<file path="src/rtl/adcseq_pkg.sv">
package adcseq_pkg;
    typedef enum logic [1:0] {ST_IDLE, ST_PACE, ST_CONV, ST_POST} seq_state_t;

    localparam logic [8:0] A_TMR  = 9'h090;
    localparam logic [8:0] A_SIG  = 9'h0C0;
    localparam logic [8:0] A_IEN  = 9'h0D0;
    localparam logic [8:0] A_STAT = 9'h0E0;
    localparam logic [8:0] A_RES0 = 9'h0F0;
    localparam logic [8:0] A_RES1 = 9'h100;
    localparam logic [8:0] A_GCFG = 9'h130;
endpackage

</file>
<file path="src/rtl/adcseq_tick.sv">
module adcseq_tick #(
    parameter int CODE_W   = 3,
    parameter int MAX_CODE = 5,
    parameter int CNT_W    = 7
) (
    input  logic              clk,
    input  logic              rst_n,
    input  logic              run,
    input  logic [CODE_W-1:0] code,
    output logic              tick
);
    logic [CNT_W-1:0] cnt;
    logic [CNT_W-1:0] lim;

    always_comb begin
        if (int'(code) > MAX_CODE) lim = CNT_W'((4 << MAX_CODE) - 1);
        else                       lim = CNT_W'((4 << code) - 1);
    end

    assign tick = run && (cnt >= lim);

    always_ff @(posedge clk) begin
        if (!rst_n || !run || tick) cnt <= '0;
        else                        cnt <= cnt + 1'b1;
    end

    // the divider never yields back-to-back ticks
    assert_tick_gap_R13: assert property (@(posedge clk) disable iff (!rst_n)
        tick |=> !tick);
endmodule

</file>
<file path="src/rtl/adcseq_engine.sv">
module adcseq_engine
    import adcseq_pkg::*;
#(
    parameter int NCH       = 4,
    parameter int DW        = 12,
    parameter int T_W       = 8,
    parameter int TMO_TICKS = 1024,
    localparam int CH_W     = $clog2(NCH),
    localparam int ACC_W    = DW + 5,
    localparam int PACE_W   = T_W + 3,
    localparam int WD_W     = $clog2(TMO_TICKS + 1)
) (
    input  logic                     clk,
    input  logic                     rst_n,
    input  logic                     run,
    input  logic                     tick,
    input  logic [NCH-1:0]           en,
    input  logic [NCH-1:0]           avg,
    input  logic [NCH-1:0][3:0]      sel,
    input  logic [NCH-1:0][1:0]      avgc,
    input  logic [T_W-1:0]           tunit,
    input  logic                     core_done,
    input  logic [DW-1:0]            core_data,
    output logic                     core_start,
    output logic [3:0]               core_sel,
    output logic                     post_valid,
    output logic [CH_W-1:0]          post_ch,
    output logic [DW-1:0]            post_data,
    output logic                     tmo_valid
);
    seq_state_t        state, nstate;
    logic [CH_W-1:0]   cur, ptr, pick;
    logic              found;
    logic [ACC_W-1:0]  acc;
    logic [5:0]        nsmp, target;
    logic [2:0]        shift;
    logic [PACE_W-1:0] pace;
    logic [WD_W-1:0]   wd;

    always_comb begin
        logic [CH_W-1:0] idx;
        found = 1'b0;
        pick  = ptr;
        for (int i = NCH - 1; i >= 0; i--) begin
            idx = ptr + CH_W'(i);
            if (en[idx]) begin
                found = 1'b1;
                pick  = idx;
            end
        end
    end

    assign target    = avg[cur] ? 6'(4 << avgc[cur]) : 6'd1;
    assign shift     = avg[cur] ? 3'(2 + avgc[cur]) : 3'd0;
    assign post_data = DW'(acc >> shift);
    assign post_ch   = cur;
    assign core_sel  = sel[cur];

    always_ff @(posedge clk) begin
        if (!rst_n) state <= ST_IDLE;
        else        state <= nstate;
    end

    always_comb begin
        nstate     = state;
        core_start = 1'b0;
        post_valid = 1'b0;
        tmo_valid  = 1'b0;
        if (run) begin
            unique case (state)
                ST_IDLE: if (found) nstate = ST_PACE;
                ST_PACE: if (pace == '0) begin
                    core_start = 1'b1;
                    nstate     = ST_CONV;
                end
                ST_CONV: begin
                    if (core_done)
                        nstate = (6'(nsmp + 6'd1) == target) ? ST_POST : ST_PACE;
                    else if (tick && wd == WD_W'(TMO_TICKS - 1)) begin
                        tmo_valid = 1'b1;
                        nstate    = ST_IDLE;
                    end
                end
                ST_POST: begin
                    post_valid = 1'b1;
                    nstate     = ST_IDLE;
                end
            endcase
        end else begin
            nstate = ST_IDLE;
        end
    end

    always_ff @(posedge clk) begin
        if (!rst_n) begin
            cur <= '0; ptr <= '0; acc <= '0; nsmp <= '0; pace <= '0; wd <= '0;
        end else begin
            unique case (state)
                ST_IDLE: if (found) begin
                    cur <= pick; acc <= '0; nsmp <= '0; pace <= '0;
                end
                ST_PACE: begin
                    if (pace == '0) begin
                        pace <= PACE_W'((32'(tunit) + 1) * 6);
                        wd   <= '0;
                    end else if (tick) begin
                        pace <= pace - 1'b1;
                    end
                end
                ST_CONV: begin
                    if (tick && pace != '0) pace <= pace - 1'b1;
                    if (core_done) begin
                        acc  <= acc + ACC_W'(core_data);
                        nsmp <= nsmp + 6'd1;
                    end else if (tick) begin
                        wd <= wd + 1'b1;
                    end
                    if (tmo_valid) ptr <= cur + 1'b1;
                end
                ST_POST: ptr <= cur + 1'b1;
            endcase
        end
    end

    // a start is a single-cycle pulse
    assert_start_pulse_R13: assert property (@(posedge clk) disable iff (!rst_n)
        core_start |=> !core_start);
    // the watchdog never runs past its limit
    assert_wd_bound_R8: assert property (@(posedge clk) disable iff (!rst_n)
        wd <= WD_W'(TMO_TICKS));
    // a post only follows a conversion wait
    assert_post_after_conv_R6: assert property (@(posedge clk) disable iff (!rst_n)
        post_valid |-> $past(state) == ST_CONV);
endmodule

</file>
<file path="src/rtl/adc_seq_ctrl.sv">
module adc_seq_ctrl
    import adcseq_pkg::*;
#(
    parameter int NCH       = 4,
    parameter int DW        = 12,
    parameter int T_W       = 8,
    parameter int TMO_TICKS = 1024,
    localparam int CH_W     = $clog2(NCH),
    localparam int CFG_SPAN = NCH * 32
) (
    input  logic        clk,
    input  logic        rst_n,
    input  logic        reg_wr,
    input  logic [8:0]  reg_addr,
    input  logic [31:0] reg_wdata,
    output logic [31:0] reg_rdata,
    output logic        core_start,
    output logic [3:0]  core_sel,
    input  logic        core_done,
    input  logic [11:0] core_data,
    output logic        irq
);
    logic [NCH-1:0]          cfg_en, cfg_single, cfg_avg;
    logic [NCH-1:0][3:0]     cfg_sel;
    logic [NCH-1:0][1:0]     cfg_avgc;
    logic [NCH-1:0][DW-1:0]  res_q;
    logic [2:0]              tmr_code;
    logic [T_W-1:0]          tmr_t;
    logic [NCH-1:0]          sig_en, int_en, st_done, st_tmo;
    logic                    g_en, g_pd, g_cd, run, tick;
    logic                    post_valid, tmo_valid;
    logic [CH_W-1:0]         post_ch;
    logic [DW-1:0]           post_data;
    logic                    in_cfg, wr_stat;
    logic [CH_W-1:0]         cfg_ch;
    logic [NCH-1:0]          wr_cfg1, wr_cfg2, done_set, tmo_set;
    logic                    unused_wbits;

    assign unused_wbits = ^{reg_wdata[28], reg_wdata[23:20], reg_wdata[15:14]};
    assign run      = g_en && !g_pd && !g_cd;
    assign in_cfg   = (reg_addr < 9'(CFG_SPAN)) && (reg_addr[3:0] == 4'd0);
    assign cfg_ch   = reg_addr[CH_W+4:5];
    assign wr_stat  = reg_wr && reg_addr == A_STAT;
    assign done_set = post_valid ? (NCH'(1) << post_ch) : '0;
    assign tmo_set  = tmo_valid  ? (NCH'(1) << post_ch) : '0;
    assign irq      = |((st_done | st_tmo) & sig_en & int_en);

    generate
        for (genvar n = 0; n < NCH; n++) begin : g_dec
            assign wr_cfg1[n] = reg_wr && in_cfg && !reg_addr[4] && cfg_ch == CH_W'(n);
            assign wr_cfg2[n] = reg_wr && in_cfg &&  reg_addr[4] && cfg_ch == CH_W'(n);

            // one-shot retire clears the enable and raises done
            assert_oneshot_clear_R4: assert property (@(posedge clk) disable iff (!rst_n)
                (post_valid && post_ch == CH_W'(n) && cfg_single[n] && !wr_cfg1[n]) |=> !cfg_en[n]);
            assert_done_flag_R4: assert property (@(posedge clk) disable iff (!rst_n)
                (post_valid && post_ch == CH_W'(n)) |=> st_done[n]);
            // an expired watchdog sets the timeout flag
            assert_tmo_flag_R8: assert property (@(posedge clk) disable iff (!rst_n)
                (tmo_valid && post_ch == CH_W'(n)) |=> st_tmo[n]);
        end
    endgenerate

    adcseq_tick #(.CODE_W(3), .MAX_CODE(5), .CNT_W(7)) u_tick (
        .clk(clk), .rst_n(rst_n), .run(run), .code(tmr_code), .tick(tick)
    );

    adcseq_engine #(.NCH(NCH), .DW(DW), .T_W(T_W), .TMO_TICKS(TMO_TICKS)) u_eng (
        .clk(clk), .rst_n(rst_n), .run(run), .tick(tick),
        .en(cfg_en), .avg(cfg_avg), .sel(cfg_sel), .avgc(cfg_avgc), .tunit(tmr_t),
        .core_done(core_done), .core_data(core_data),
        .core_start(core_start), .core_sel(core_sel),
        .post_valid(post_valid), .post_ch(post_ch), .post_data(post_data),
        .tmo_valid(tmo_valid)
    );

    always_ff @(posedge clk) begin
        if (!rst_n) begin
            cfg_en <= '0; cfg_single <= '0; cfg_avg <= '0; cfg_sel <= '0; cfg_avgc <= '0;
            res_q <= '0; tmr_code <= '0; tmr_t <= '0; sig_en <= '0; int_en <= '0;
            st_done <= '0; st_tmo <= '0;
            g_en <= 1'b0; g_pd <= 1'b1; g_cd <= 1'b1;
        end else begin
            if (post_valid) res_q[post_ch] <= post_data;
            for (int n = 0; n < NCH; n++) begin
                if (post_valid && post_ch == CH_W'(n) && cfg_single[n]) cfg_en[n] <= 1'b0;
                if (wr_cfg1[n]) begin
                    cfg_en[n]     <= reg_wdata[31];
                    cfg_single[n] <= reg_wdata[30];
                    cfg_avg[n]    <= reg_wdata[29];
                    cfg_sel[n]    <= reg_wdata[27:24];
                end
                if (wr_cfg2[n]) cfg_avgc[n] <= reg_wdata[13:12];
            end
            st_done <= (st_done & (wr_stat ? reg_wdata[8+:NCH]  : '1)) | done_set;
            st_tmo  <= (st_tmo  & (wr_stat ? reg_wdata[16+:NCH] : '1)) | tmo_set;
            if (reg_wr) begin
                unique case (reg_addr)
                    A_TMR:  begin tmr_code <= reg_wdata[31:29]; tmr_t <= reg_wdata[T_W-1:0]; end
                    A_SIG:  sig_en <= reg_wdata[8+:NCH];
                    A_IEN:  int_en <= reg_wdata[8+:NCH];
                    A_GCFG: begin g_cd <= reg_wdata[31]; g_pd <= reg_wdata[1]; g_en <= reg_wdata[0]; end
                    default: ;
                endcase
            end
        end
    end

    always_comb begin
        reg_rdata = '0;
        if (in_cfg) begin
            if (!reg_addr[4])
                reg_rdata = {cfg_en[cfg_ch], cfg_single[cfg_ch], cfg_avg[cfg_ch], 1'b0,
                             cfg_sel[cfg_ch], 24'd0};
            else
                reg_rdata = {18'd0, cfg_avgc[cfg_ch], 12'd0};
        end else begin
            unique case (reg_addr)
                A_TMR:  reg_rdata = {tmr_code, 29'(tmr_t)};
                A_SIG:  reg_rdata = 32'(sig_en) << 8;
                A_IEN:  reg_rdata = 32'(int_en) << 8;
                A_STAT: reg_rdata = (32'(st_tmo) << 16) | (32'(st_done) << 8);
                A_RES0: reg_rdata = {4'd0, res_q[1], 4'd0, res_q[0]};
                A_RES1: reg_rdata = {4'd0, res_q[3], 4'd0, res_q[2]};
                A_GCFG: reg_rdata = {g_cd, 29'd0, g_pd, g_en};
                default: reg_rdata = '0;
            endcase
        end
    end

    // no start while the global gate is closed
    assert_gate_R3: assert property (@(posedge clk) disable iff (!rst_n)
        (!g_en || g_pd || g_cd) |-> !core_start);
    // result words ignore writes
    assert_result_ro_R11: assert property (@(posedge clk) disable iff (!rst_n)
        (reg_wr && (reg_addr == A_RES0 || reg_addr == A_RES1) && !post_valid)
        |=> ($stable(res_q)));
    // writing ones keeps every flag
    assert_w1_keep_R9: assert property (@(posedge clk) disable iff (!rst_n)
        (wr_stat && (&reg_wdata[8+:NCH]) && (&reg_wdata[16+:NCH]))
        |=> (((st_done & $past(st_done)) == $past(st_done)) &&
             ((st_tmo & $past(st_tmo)) == $past(st_tmo))));
endmodule

</file>
<file path="config.mk">
export PLATFORM = sky130hd
export DESIGN_NAME = adc_seq_ctrl
export DESIGN_NICKNAME = d
export VERILOG_FILES = /design/src/rtl/adcseq_pkg.sv /design/src/rtl/adcseq_tick.sv /design/src/rtl/adcseq_engine.sv /design/src/rtl/adc_seq_ctrl.sv
export SDC_FILE = /design/constraint.sdc
export NUM_CORES = 1
export LEC_CHECK = 0
export BUFFER_PORTS_ARGS = -buffer_cell sky130_fd_sc_hd__buf_2
export CAP_MARGIN = 20
export CORE_MARGIN = 5
export CORE_UTILIZATION = 25
export CTS_BUF_LIST = sky130_fd_sc_hd__clkbuf_16
export CTS_CLUSTER_SIZE = 20
export DETAILED_ROUTE_END_ITERATION = 10
export PLACE_DENSITY = 0.38
export SLEW_MARGIN = 20
export SYNTH_ARGS = -nofsm -noshare
export SYNTH_HDL_FRONTEND = slang
export SYNTH_SLANG_ARGS = --single-unit
</file>
<file path="constraint.sdc">
create_clock -name clk -period 4.3 [get_ports clk]
set_input_delay 0 -clock clk [delete_from_list [all_inputs] [get_ports clk]]
set_output_delay 0 -clock clk [all_outputs]
set_load 0.01 [all_outputs]
</file>
==> impl_results.md, run 1 <==
* GR Overflow Total at 0
* Share of cells above drive strength 1 at 0.137
* Clock Skew at 10.9 ps
* Synth Area in Simple Gates at 0.199
* TNS Setup at 0 ps
* Clk pin slew, worst setup/hold paths at 80 ps
* Yosys top cell area share at 0.352
* Vias in the first global route at 8565
* WHS Endpoint: u_eng.acc[0]$_SDFFE_PN0P_
* Final instance area at 11500 µm²
* H-tree level count at 4
* Setup CP Type: flip-flop to flip-flop
* Synth Area in XOR/XNOR at 0.0367
* Met1 usage at 0.196
* Post-synth EDFFs at 0
* Synth cell types at 76
* Initial antenna violation count at 0
* Dpl hpwl at 23400 µm
* Final period utilization at 0.797
* Die H at 208 µm
* Site Rows at 72
* Die ar. at 43200 µm²
* Synth warn at 0
* Area Overhead vs Synth at 17.3%
* Crit-path cells: nor3_1, inv_1, ha_1, nor2b_1, a21oi_1, o22ai_1, ha_1, a2111oi_0, o21a_1, o32ai_1, a21oi_2, o21ai_0, o21ai_0
* PortBufs at 84
* Routed Antenna Nets at 0
* Clk root buf: clkbuf_16
* Seq cells post-synth at 172
* CTS max path bufs at 2
* Initial core utilization at 0.253
* Largest family of logic cells by synthesized area: compound AO/OA/AOI/OAI gates
* Post-synthesis sequential area ratio at 0.352
* # clock sinks at 172
* Placed insts at 1690
* Top Usage Layer GRT: met2
* RSZ-0062 raised after global routing: false
* DRC at 0
* Fmax achieved at 0.292 GHz
* Final Max Slew Viols at 0
* Vias per Instance at 5.01
* R2R depth at 13
* Met3 usage at 0.0260
* Cells on Worst Hold Path at 4
* Max incr delay on CP at 500 ps
* Synth Cell Area at 9790 µm²
* First-pass GRT wire length at 50200 µm
* Top post-synthesis cells by count: dfxtp_1 (172), nand2_1 (108), a21oi_1 (105), nor2_1 (105), mux2i_1 (67)
* GRT Resource Usage Total at 0.145
* Reg2Reg Setup Slack at 870 ps
* Worst r2r src: tmr_code[1]$_SDFFE_PN0P_
* Worst-margin pin slew at 1000 ps
* CP Capture Type: flip-flop
* Final GP Congestion at 0.779
* Relative slew slack at 0.332
* Cts bufs inserted at 17
* Post-placement cell area at 10600 µm²
* Io pins at 95
* Synth Area in Adders at 0.0519
* Setup Viol. Count Final at 0
* Final wirelength at 32300 µm
* Die width at 208 µm
* Met2 GRT Util at 0.247
* Diodes inserted at 0
* Critical path's slowest cell: a21oi_2
* Crit path DAT at 3800 ps
* CP bufs+invs at 1
* FF-to-FF End: u_eng.pace[7]$_SDFFE_PN0P_
* Post-CTS Setup Inserts at 0
* Pwr Density at 289 nW/µm²
* Max FO, Critical Path at 10
* Avg Inst Size Synth at 8.53 µm²
* Ys async rst share at 0
* TritonCTS clock tree: yes
* Core area at 38700 µm²
* Hold Fails Final Rpt at 0
* Final Non-Filler Cells at 1750
* Synth area leader: dfxtp_1
* Cells after Synth at 1148
* Ranking of synthesized cells by area: dfxtp_1 (35%), mux2i_1 (6.9%), a21oi_1 (5.4%)
* Cell with the most instances after synthesis: dfxtp_1
* Min-delay src: core_data[0]
* DR pass1 iterations at 5
* Max-Cap Viols at 0
* LEAKAGE at 4.56 nW
* Post-synthesis mux area share at 0.109
* Initial DRC Count at 457
* Min cycle time layout at 3430 ps
* # nets final at 1316
* Worst Hold Class: input pin to flip-flop
* Routed length per instance at 18.5 µm
* CP required at 4670 ps
* Clock Latency Late Sink at 440 ps
* Worst VDD drop at 0.000258 V
* Status: completed
* Via count at 8767
* CP top delay family: compound AO/OA/AOI/OAI gates
* Critical Path Start Type: flip-flop
* Post-synthesis compound-gate area fraction at 0.200
* Total Power at 3.32 mW
* Largest net degree at the start of global routing at 69
* Prevailing post-synth register cell: dfxtp_1
==> power breakdown <==
part | internal [mW] | switching, mW | total (mW) | leakage, nW
logic | 0.0509 | 0.0865 | 0.137 | 2.90
clock network | 0.823 | 0.766 | 1.59 | 0.277
registers | 1.59 | 0.000410 | 1.59 | 1.38
==> worst min-delay path: cells and delay by family <==
family          cells  cell delay, ps
fa+ha+maj           1             130
simple gates        1              60
compound gates      1             130
buf+inv             1             100
==> final cells by class <==
class / instances / area, µm²
fill: 4189 / 27300
multi-input combinational: 865 / 5860
sequential: 172 / 3440
timing repair buffer: 126 / 806
tap: 518 / 648
clock buffer: 17 / 425
clock inverter: 15 / 161
inverter: 37 / 140
==> metal layers <==
| layer | wire (µm) | part of all wire |
|---|---|---|
| met4 | 360 | 0.011 |
| met2 | 15500 | 0.48 |
| met1 | 15500 | 0.48 |
| met5 | 0 | 0 |
| met3 | 973 | 0.030 |
==> cell usage in the layout (no fill, tap or decap), drive strengths merged, types with 10 or more instances in the layout <==
cell type,instances
a21o,10
xnor2,28
nor2,105
mux4,16
a21oi,106
nor2b,11
clkbuf,17
dfxtp,172
a211oi,21
o21ai,67
mux2i,69
a222oi,12
and3,16
a22o,10
nor4,12
nand2,109
o22ai,10
nand3,58
dlygate4sd3,28
nor3,17
a22oi,22
buf,98
nand4,12
ha,39
inv,42
xor2,13
==> sequential cells by signal, indices dropped and copies added, names as in the netlist, 2 cells and up <==
name and count:
cfg_avgc 8, res_q 48, int_en 4, sig_en 4, cfg_sel 16, u_eng.pace 11
u_eng.wd 11, u_eng.state 2, tmr_t 8, tmr_code 3, st_done 4, cfg_avg 4
cfg_en 4, u_eng.post_ch 2, u_tick.cnt 7, u_eng.nsmp 6, st_tmo 4, u_eng.ptr 2
u_eng.acc 17, cfg_single 4
==> through the flow <==
step | util | setup slack [ps] | hold slack (ps)
6_report | 0.296 | 871 | 12.2
5_1_grt | 0.296 | 383 | 34.3
4_1_cts | 0.296 | 866 | 4.82
3_5_place_dp | 0.274 | 863 | 251
3_3_place_gp | 0.274 | 972 | 245
2_1_floorplan | - | 1320 | 136
==> worst max-delay path by stage <==
stage,endpoint,slack (ps),depth (start not counted),start
after floorplan,u_eng.wd[0]$_SDFFE_PN0P_,1320,15,tmr_code[1]$_SDFFE_PN0P_
after global placement,u_eng.pace[5]$_SDFFE_PN0P_,970,13,tmr_code[1]$_SDFFE_PN0P_
after detailed placement,u_eng.pace[9]$_SDFFE_PN0P_,860,13,tmr_code[1]$_SDFFE_PN0P_
after CTS,u_eng.pace[9]$_SDFFE_PN0P_,870,13,tmr_code[1]$_SDFFE_PN0P_
after global routing,u_eng.pace[7]$_SDFFE_PN0P_,380,13,tmr_code[1]$_SDFFE_PN0P_
final,u_eng.pace[7]$_SDFFE_PN0P_,870,13,tmr_code[1]$_SDFFE_PN0P_
==> what timing repair did <==
item | in CTS | in global routing
endpoints found under the setup margin | 0 | 0
gates resized for setup | 0 | 0
hold buffers | 28 | 0
endpoints found under the hold margin | 66 | 0
==> kinds of logic (layout without fill, tap and decap cells) <==
group	after synthesis	in the layout
AOI/OAI and AO/OA	309	309
DFF	172	172
muxes	86	86
and+or+nand+nor	386	386
other	1	3
adders and majority gates	40	40
buffers and inverters	113	195
xor gates and xnor gates	41	41
Power figures use the tool's default switching activity.
==> inputs of run 2 (changes only) <==
==> constraint.sdc (replaced) <==
create_clock -name clk -period 3.2 [get_ports clk]
set_input_delay 0 -clock clk [delete_from_list [all_inputs] [get_ports clk]]
set_output_delay 0 -clock clk [all_outputs]
set_load 0.01 [all_outputs]
==> run 2 against run 1 <==
Via count increased by 0.32%. Sequential share of layout area fell by 0.64 points. Combinational power up 36%. Register-to-register slack worse by 680 ps. Sequential power rose by 35%. First-iteration DRC count up 16%. Clock skew rose by 4.2 ps. Flip-flop and latch count unchanged. Cell area up 2.2%. Non-clock buffer count increased by 30. Clock power increased by 33%. Wire length fell by 0.34%. Largest cell class unchanged.
==> impl_results.md, run 2 (synthesized netlist as in run 1, its figures left out) <==
* Status: completed (unchanged)
* GR Overflow Total at 0 (unchanged)
* Final Max Slew Viols at 0 (unchanged)
* TritonCTS clock tree: yes (unchanged)
* Initial DRC Count at 530 (was 457)
* Die ar. at 43200 µm² (unchanged)
* Clock Skew at 15.1 ps (was 10.9 ps)
* Worst VDD drop at 0.000351 V (was 0.000258 V)
* Die H at 208 µm (unchanged)
* Clk pin slew, worst setup/hold paths at 70 ps (was 80 ps)
* GRT Resource Usage Total at 0.145 (about the same)
* Routed Antenna Nets at 0 (unchanged)
* Max incr delay on CP at 320 ps (was 500 ps)
* Initial antenna violation count at 1 (was 0)
* # nets final at 1346 (was 1316)
* Crit-path cells: nor3_1, inv_1, ha_1, nor2b_1, a21oi_1, o22ai_1, ha_1, o211ai_1, o21a_2, o31a_1, buf_4, nor4_1, xnor2_1, nor2_1 (was nor3_1, inv_1, ha_1, nor2b_1, a21oi_1, o22ai_1, ha_1, a2111oi_0, o21a_1, o32ai_1, a21oi_2, o21ai_0, o21ai_0)
* Area Overhead vs Synth at 19.9% (was 17.3%)
* Routed length per instance at 18.1 µm (was 18.5 µm)
* Vias in the first global route at 8632 (was 8565)
* Relative slew slack at 0.478 (was 0.332)
* Dpl hpwl at 23700 µm (was 23400 µm)
* DR pass1 iterations at 5 (unchanged)
* Most frequent CP cell: ha_1
* Core area at 38700 µm² (unchanged)
* First-pass GRT wire length at 50100 µm (was 50200 µm)
* Final Worst Setup Slack at 193 ps (was 871 ps)
* Io pins at 95 (unchanged)
* Die width at 208 µm (unchanged)
* Pwr Density at 378 nW/µm² (was 289 nW/µm²)
* Max-Cap Viols at 0 (unchanged)
* Most common cell after layout, fill and taps aside: dfxtp_1 (unchanged)
* Worst Hold Class: input pin to flip-flop (unchanged)
* Via count at 8795 (was 8767)
* CP Capture Type: flip-flop (unchanged)
* Largest net degree at the start of global routing at 100 (was 69)
* # clock sinks at 172 (unchanged)
* Vias per Instance at 4.94 (was 5.01)
* Final GP Congestion at 0.770 (was 0.779)
* Final wirelength at 32200 µm (was 32300 µm)
* Share of cells above drive strength 1 at 0.162 (was 0.137)
* Diodes inserted at 0 (unchanged)
* H-tree level count at 4 (unchanged)
* Most frequent cells in the layout: dfxtp_1 (172), nand2_1 (108), nor2_1 (104), a21oi_1 (104), buf_2 (84) (was dfxtp_1 (172), nand2_1 (108), a21oi_1 (105))
* Crit path DAT at 3340 ps (was 3800 ps)
* Worst-margin pin slew at 778 ps (was 1000 ps)
* Util after Layout at 0.303 (was 0.296)
* DRC at 0 (unchanged)
* Clk root buf: clkbuf_16 (unchanged)
* Clock Latency Late Sink at 450 ps (was 440 ps)
* Critical Path Start Type: flip-flop (unchanged)
* Fmax achieved at 0.333 GHz (was 0.292 GHz)
* Largest registers: res_q x48, u_eng.acc x17, cfg_sel x16 (unchanged)
* DP Worst Slack at -20.9 ps (was 863 ps)
* Fillers at 4195 (was 4189)
* Max FO, Critical Path at 5 (was 10)
* Setup Viol. Count Final at 0 (unchanged)
* Initial core utilization at 0.253 (unchanged)
* CTS max path bufs at 2 (unchanged)
* Cts bufs inserted at 17 (unchanged)
* Min cycle time layout at 3010 ps (was 3430 ps)
* Final period utilization at 0.940 (was 0.797)
* CP required at 3530 ps (was 4670 ps)
* RSZ-0062 raised after global routing: true (was false)
* Site Rows at 72 (unchanged)
* Critical path's slowest cell: ha_1 (was a21oi_2)
* LEAKAGE at 4.72 nW (was 4.56 nW)
* Hold Fails Final Rpt at 0 (unchanged)
* Hold WS at 13.1 ps (was 12.2 ps)
* Setup CP Type: flip-flop to flip-flop (unchanged)
* Largest register FFs at 48 (unchanged)
* Register cell area after layout at 3440 µm² (unchanged)
* Reg with most FFs: res_q (unchanged)
* Multi-input logic area at 5880 µm² (was 5860 µm²)
* PortBufs at 84 (unchanged)
==> run 2: stage by stage <==
stage	cell area (µm²)	TNS [ps]	power (mW)	std cells
final	11700	0	4.44	1780
after detailed placement	10900	-52.6	2.35	1720
after CTS	11700	0	4.51	1779
after global routing	11700	-15.1	4.61	1780
after global placement	10900	0	2.35	1720
after floorplan	9800	0	2.27	1150
==> run 2: cell type report <==
cell class                      instances  area share
Multi-Input combinational cell        865       0.501
Clock buffer                           17      0.0363
Inverter                               37      0.0119
Clock inverter                         15      0.0131
Timing Repair Buffer                  156      0.0887
Sequential cell                       172       0.293
Tap cell                              518      0.0552
==> run 2: path summary, 6_finish.rpt <==
| path | end | start | depth (start not counted) | slack [ps] |
|---|---|---|---|---|
| worst max-delay path | u_eng.wd[6]$_SDFFE_PN0P_ | tmr_code[0]$_SDFFE_PN0P_ | 14 | 190 |
| worst min-delay path | u_eng.acc[6]$_SDFFE_PN0P_ | core_data[6] | 4 | 10 |
| worst min register to register | cfg_avgc[4]$_SDFFE_PN0P_ | cfg_avgc[4]$_SDFFE_PN0P_ | 2 | 470 |
| worst max register to register | u_eng.wd[6]$_SDFFE_PN0P_ | tmr_code[0]$_SDFFE_PN0P_ | 14 | 190 |
==> run 2: metal layers <==
layer / up-vias / wire [µm] / global-route usage
li1: 4400 / - / -
met1: 4246 / 15600 / 0.198
met2: 132 / 15300 / 0.242
met3: 17 / 917 / 0.0246
met4: 0 / 385 / 0.0315
met5: - / 0 / 0
==> run 2: what timing repair did <==
item                                    CTS  global route
setup buffers                             0             1
hold endpoints to repair                 66             0
endpoints found under the setup margin    4            27
hold buffers                             27             0
gates resized for setup                   1             5
==> run 2: power by group <==
part | leakage (nW) | switching, mW | total [mW] | internal, mW
clock network | 0.275 | 1.01 | 2.12 | 1.10
registers | 1.38 | 0.000512 | 2.14 | 2.14
logic | 3.06 | 0.115 | 0.186 | 0.0710
total | 4.72 | 1.13 | 4.44 | 3.31
==> run 2: critical path: cells and delay by family (launching register included) <==
kind / cells / cell delay [ps]
AOI/OAI and AO/OA: 5 / 920
xor gates and xnor gates: 1 / 160
adders and majority gates: 2 / 540
buffers and inverters: 2 / 240
DFF: 1 / 310
and+or+nand+nor: 4 / 740
==> inputs of run 3 (changes only) <==
--- a/config.mk
+++ b/config.mk
@@ -7,6 +7,7 @@
 export LEC_CHECK = 0
 export BUFFER_PORTS_ARGS = -buffer_cell sky130_fd_sc_hd__buf_2
 export CAP_MARGIN = 20
+export CORE_ASPECT_RATIO = 1.1
 export CORE_MARGIN = 5
 export CORE_UTILIZATION = 25
 export CTS_BUF_LIST = sky130_fd_sc_hd__clkbuf_16
==> run 3 against run 2 <==
Sequential share of layout area decreased by 0.24 points. Register-to-register slack better by 20 ps. First-iteration DRC count decreased by 7.7%. Critical path type unchanged. Via count decreased by 0.28%. Non-clock buffer count increased by 10. Cell count down 0.11%.
==> impl_results.md, run 3 (synthesized netlist as in run 1, its figures left out) <==
* Final period utilization at 0.935 (was 0.940)
* Min-delay src: rst_n (was core_data[6])
* Post-placement cell area at 10900 µm² (about the same)
* Worst r2r src: tmr_code[1]$_SDFFE_PN0P_ (was tmr_code[0]$_SDFFE_PN0P_)
* CP bufs+invs at 2 (unchanged)
* Relative slew slack at 0.366 (was 0.478)
* Max incr delay on CP at 390 ps (was 320 ps)
* Final instance area at 11800 µm² (was 11700 µm²)
* # clock sinks at 172 (unchanged)
* Most common cell after layout, fill and taps aside: dfxtp_1 (unchanged)
* Most frequent CP cell: ha_1 (unchanged)
* Final GP Congestion at 0.765 (was 0.770)
* Hold Fails Final Rpt at 0 (unchanged)
* Final Worst Setup Slack at 208 ps (was 193 ps)
* PortBufs at 84 (unchanged)
* RSZ-0062 raised after global routing: true (unchanged)
* Diodes inserted at 0 (unchanged)
* Cts bufs inserted at 17 (unchanged)
* First-pass GRT wire length at 51000 µm (was 50100 µm)
* CTS max path bufs at 2 (unchanged)
* Largest register FFs at 48 (unchanged)
* LEAKAGE at 4.78 nW (was 4.72 nW)
* Most frequent cells in the layout: dfxtp_1 (172), nand2_1 (108), a21oi_1 (105) (was dfxtp_1 (172), nand2_1 (108), nor2_1 (104), a21oi_1 (104), buf_2 (84))
* Vias in the first global route at 8794 (was 8632)
* Critical path's slowest cell: or3_4 (was ha_1)
* Core area at 39000 µm² (was 38700 µm²)
* Min cycle time layout at 2990 ps (was 3010 ps)
* GRT Resource Usage Total at 0.150 (was 0.145)
* Area Overhead vs Synth at 20.9% (was 19.9%)
* Cells on Worst Hold Path at 3 (was 4)
* Dpl hpwl at 23800 µm (was 23700 µm)
* CP Capture Type: flip-flop (unchanged)
* Io pins at 95 (unchanged)
* Crit-path cells: nor3_2, inv_1, ha_1, nor2b_1, a21oi_1, o22ai_1, ha_1, o211ai_1, o21a_2, or3_4, buf_12, a2111oi_1, o21ai_1, o21ai_0 (was nor3_1, inv_1, ha_1, nor2b_1, a21oi_1, o22ai_1, ha_1, o211ai_1, o21a_2, o31a_1, buf_4, nor4_1, xnor2_1, nor2_1)
* Site Rows at 76 (was 72)
* Setup CP Type: flip-flop to flip-flop (unchanged)
* Fillers at 4217 (was 4195)
* Die width at 199 µm (was 208 µm)
* Status: completed (unchanged)
* Worst VDD drop at 0.000245 V (was 0.000351 V)
* R2R depth at 14 (unchanged)
* TritonCTS clock tree: yes (unchanged)
* Critical Path Start Type: flip-flop (unchanged)
* Clock Latency Late Sink at 450 ps (about the same)
* DRC at 0 (unchanged)
* Max-Cap Viols at 0 (unchanged)
* Worst-margin pin slew at 951 ps (was 778 ps)
* Initial DRC Count at 489 (was 530)
* Routed length per instance at 18.3 µm (was 18.1 µm)
* Final Max Slew Viols at 0 (unchanged)
* DP Worst Slack at 65.7 ps (was -20.9 ps)
* Post-CTS Setup Inserts at 0 (unchanged)
* H-tree level count at 4 (unchanged)
* Die H at 218 µm (was 208 µm)
* Worst Hold Class: input pin to flip-flop (unchanged)
* Reg2Reg Setup Slack at 210 ps (was 190 ps)
* Largest registers: res_q x48, u_eng.acc x17, cfg_sel x16 (unchanged)
* GR Overflow Total at 0 (unchanged)
* Vias per Instance at 4.93 (was 4.94)
* Initial core utilization at 0.251 (was 0.253)
* DR pass1 iterations at 5 (unchanged)
* # nets final at 1356 (was 1346)
* Fmax achieved at 0.334 GHz (was 0.333 GHz)
* Reg with most FFs: res_q (unchanged)
* Initial antenna violation count at 0 (was 1)
* Routed Antenna Nets at 0 (unchanged)
* Crit path DAT at 3360 ps (was 3340 ps)
* Clk root buf: clkbuf_16 (unchanged)
* Max FO, Critical Path at 8 (was 5)
* CP top delay family: compound AO/OA/AOI/OAI gates (unchanged)
* Die ar. at 43200 µm² (about the same)
* Pwr Density at 378 nW/µm² (about the same)
* Via count at 8770 (was 8795)
* Clk pin slew, worst setup/hold paths at 70 ps (about the same)
* Final wirelength at 32500 µm (was 32200 µm)
* WHS Endpoint: u_eng.acc[11]$_SDFFE_PN0P_ (was u_eng.acc[6]$_SDFFE_PN0P_)
* Setup Viol. Count Final at 0 (unchanged)
* CP required at 3570 ps (was 3530 ps)
* FF-to-FF End: u_eng.pace[9]$_SDFFE_PN0P_ (was u_eng.wd[6]$_SDFFE_PN0P_)
* Util after Layout at 0.303 (about the same)
* Clock Skew at 9.76 ps (was 15.1 ps)
* Largest net degree at the start of global routing at 56 (was 100)
* Share of cells above drive strength 1 at 0.162 (about the same)
-- run 3: cell types whose count changed in the layout (fill, tap and decap cells not counted), sizes merged --
cell         change
buf              +6
dlygate4sd3      +4
bufinv           +2
clkinv           +4
inv              -5
clkinvlp         -2
-- run 3: worst max-delay path by stage --
stage	start	to	slack, ps	cells past startpoint
after floorplan	tmr_code[1]$_SDFFE_PN0P_	u_eng.wd[0]$_SDFFE_PN0P_	220	15
after global placement	tmr_code[1]$_SDFFE_PN0P_	u_eng.wd[0]$_SDFFE_PN0P_	160	14
after detailed placement	tmr_code[1]$_SDFFE_PN0P_	u_eng.pace[6]$_SDFFE_PN0P_	70	13
after CTS	tmr_code[1]$_SDFFE_PN0P_	u_eng.pace[6]$_SDFFE_PN0P_	50	13
after global routing	tmr_code[1]$_SDFFE_PN0P_	u_eng.pace[9]$_SDFFE_PN0P_	-40	14
final	tmr_code[1]$_SDFFE_PN0P_	u_eng.pace[9]$_SDFFE_PN0P_	210	14
-- run 3: stage by stage --
stage	hold slack (ps)	TNS (ps)	instances	power (mW)
2_1_floorplan	136	0	1150	2.27
3_3_place_gp	244	0	1716	2.35
3_5_place_dp	251	0	1716	2.35
4_1_cts	40.9	0	1778	4.54
5_1_grt	105	-106	1778	4.62
6_report	66.0	0	1778	4.47
-- run 3: routing by layer --
layer  up-vias  routed length, µm  global-route usage
met5         -                  0                   0
met4         0                697              0.0486
met3        29                721              0.0221
met2       109              15800               0.256
met1      4218              15300               0.196
li1       4414                  -                   -
-- run 3: report_power, final --
| group | internal (mW) | switching (mW) |
|---|---|---|
| clock | 1.21 | 0.933 |
| sequential | 2.14 | 0.000539 |
| combinational | 0.0717 | 0.113 |
| total | 3.42 | 1.05 |
-- run 3: layout make-up --
| type | instances | area [µm²] | area share |
|---|---|---|---|
| Clock inverter | 14 | 155 | 0.0131 |
| Clock buffer | 17 | 425 | 0.0360 |
| Tap cell | 507 | 634 | 0.0536 |
| Timing Repair Buffer | 166 | 1140 | 0.0962 |
| Inverter | 37 | 140 | 0.0118 |
| Sequential cell | 172 | 3440 | 0.291 |
| Multi-Input combinational cell | 865 | 5890 | 0.498 |
-- run 3: tightest hold or removal path, stage by stage --
cell,delay (ps)
buf_2,240
nand3_1,140
o21ai_0,70
-- run 3: what timing repair did --
item | CTS | global route
hold endpoints to repair | 68 | 0
gates resized for setup | 0 | 11
endpoints found under the setup margin | 0 | 26
hold buffers | 31 | 0
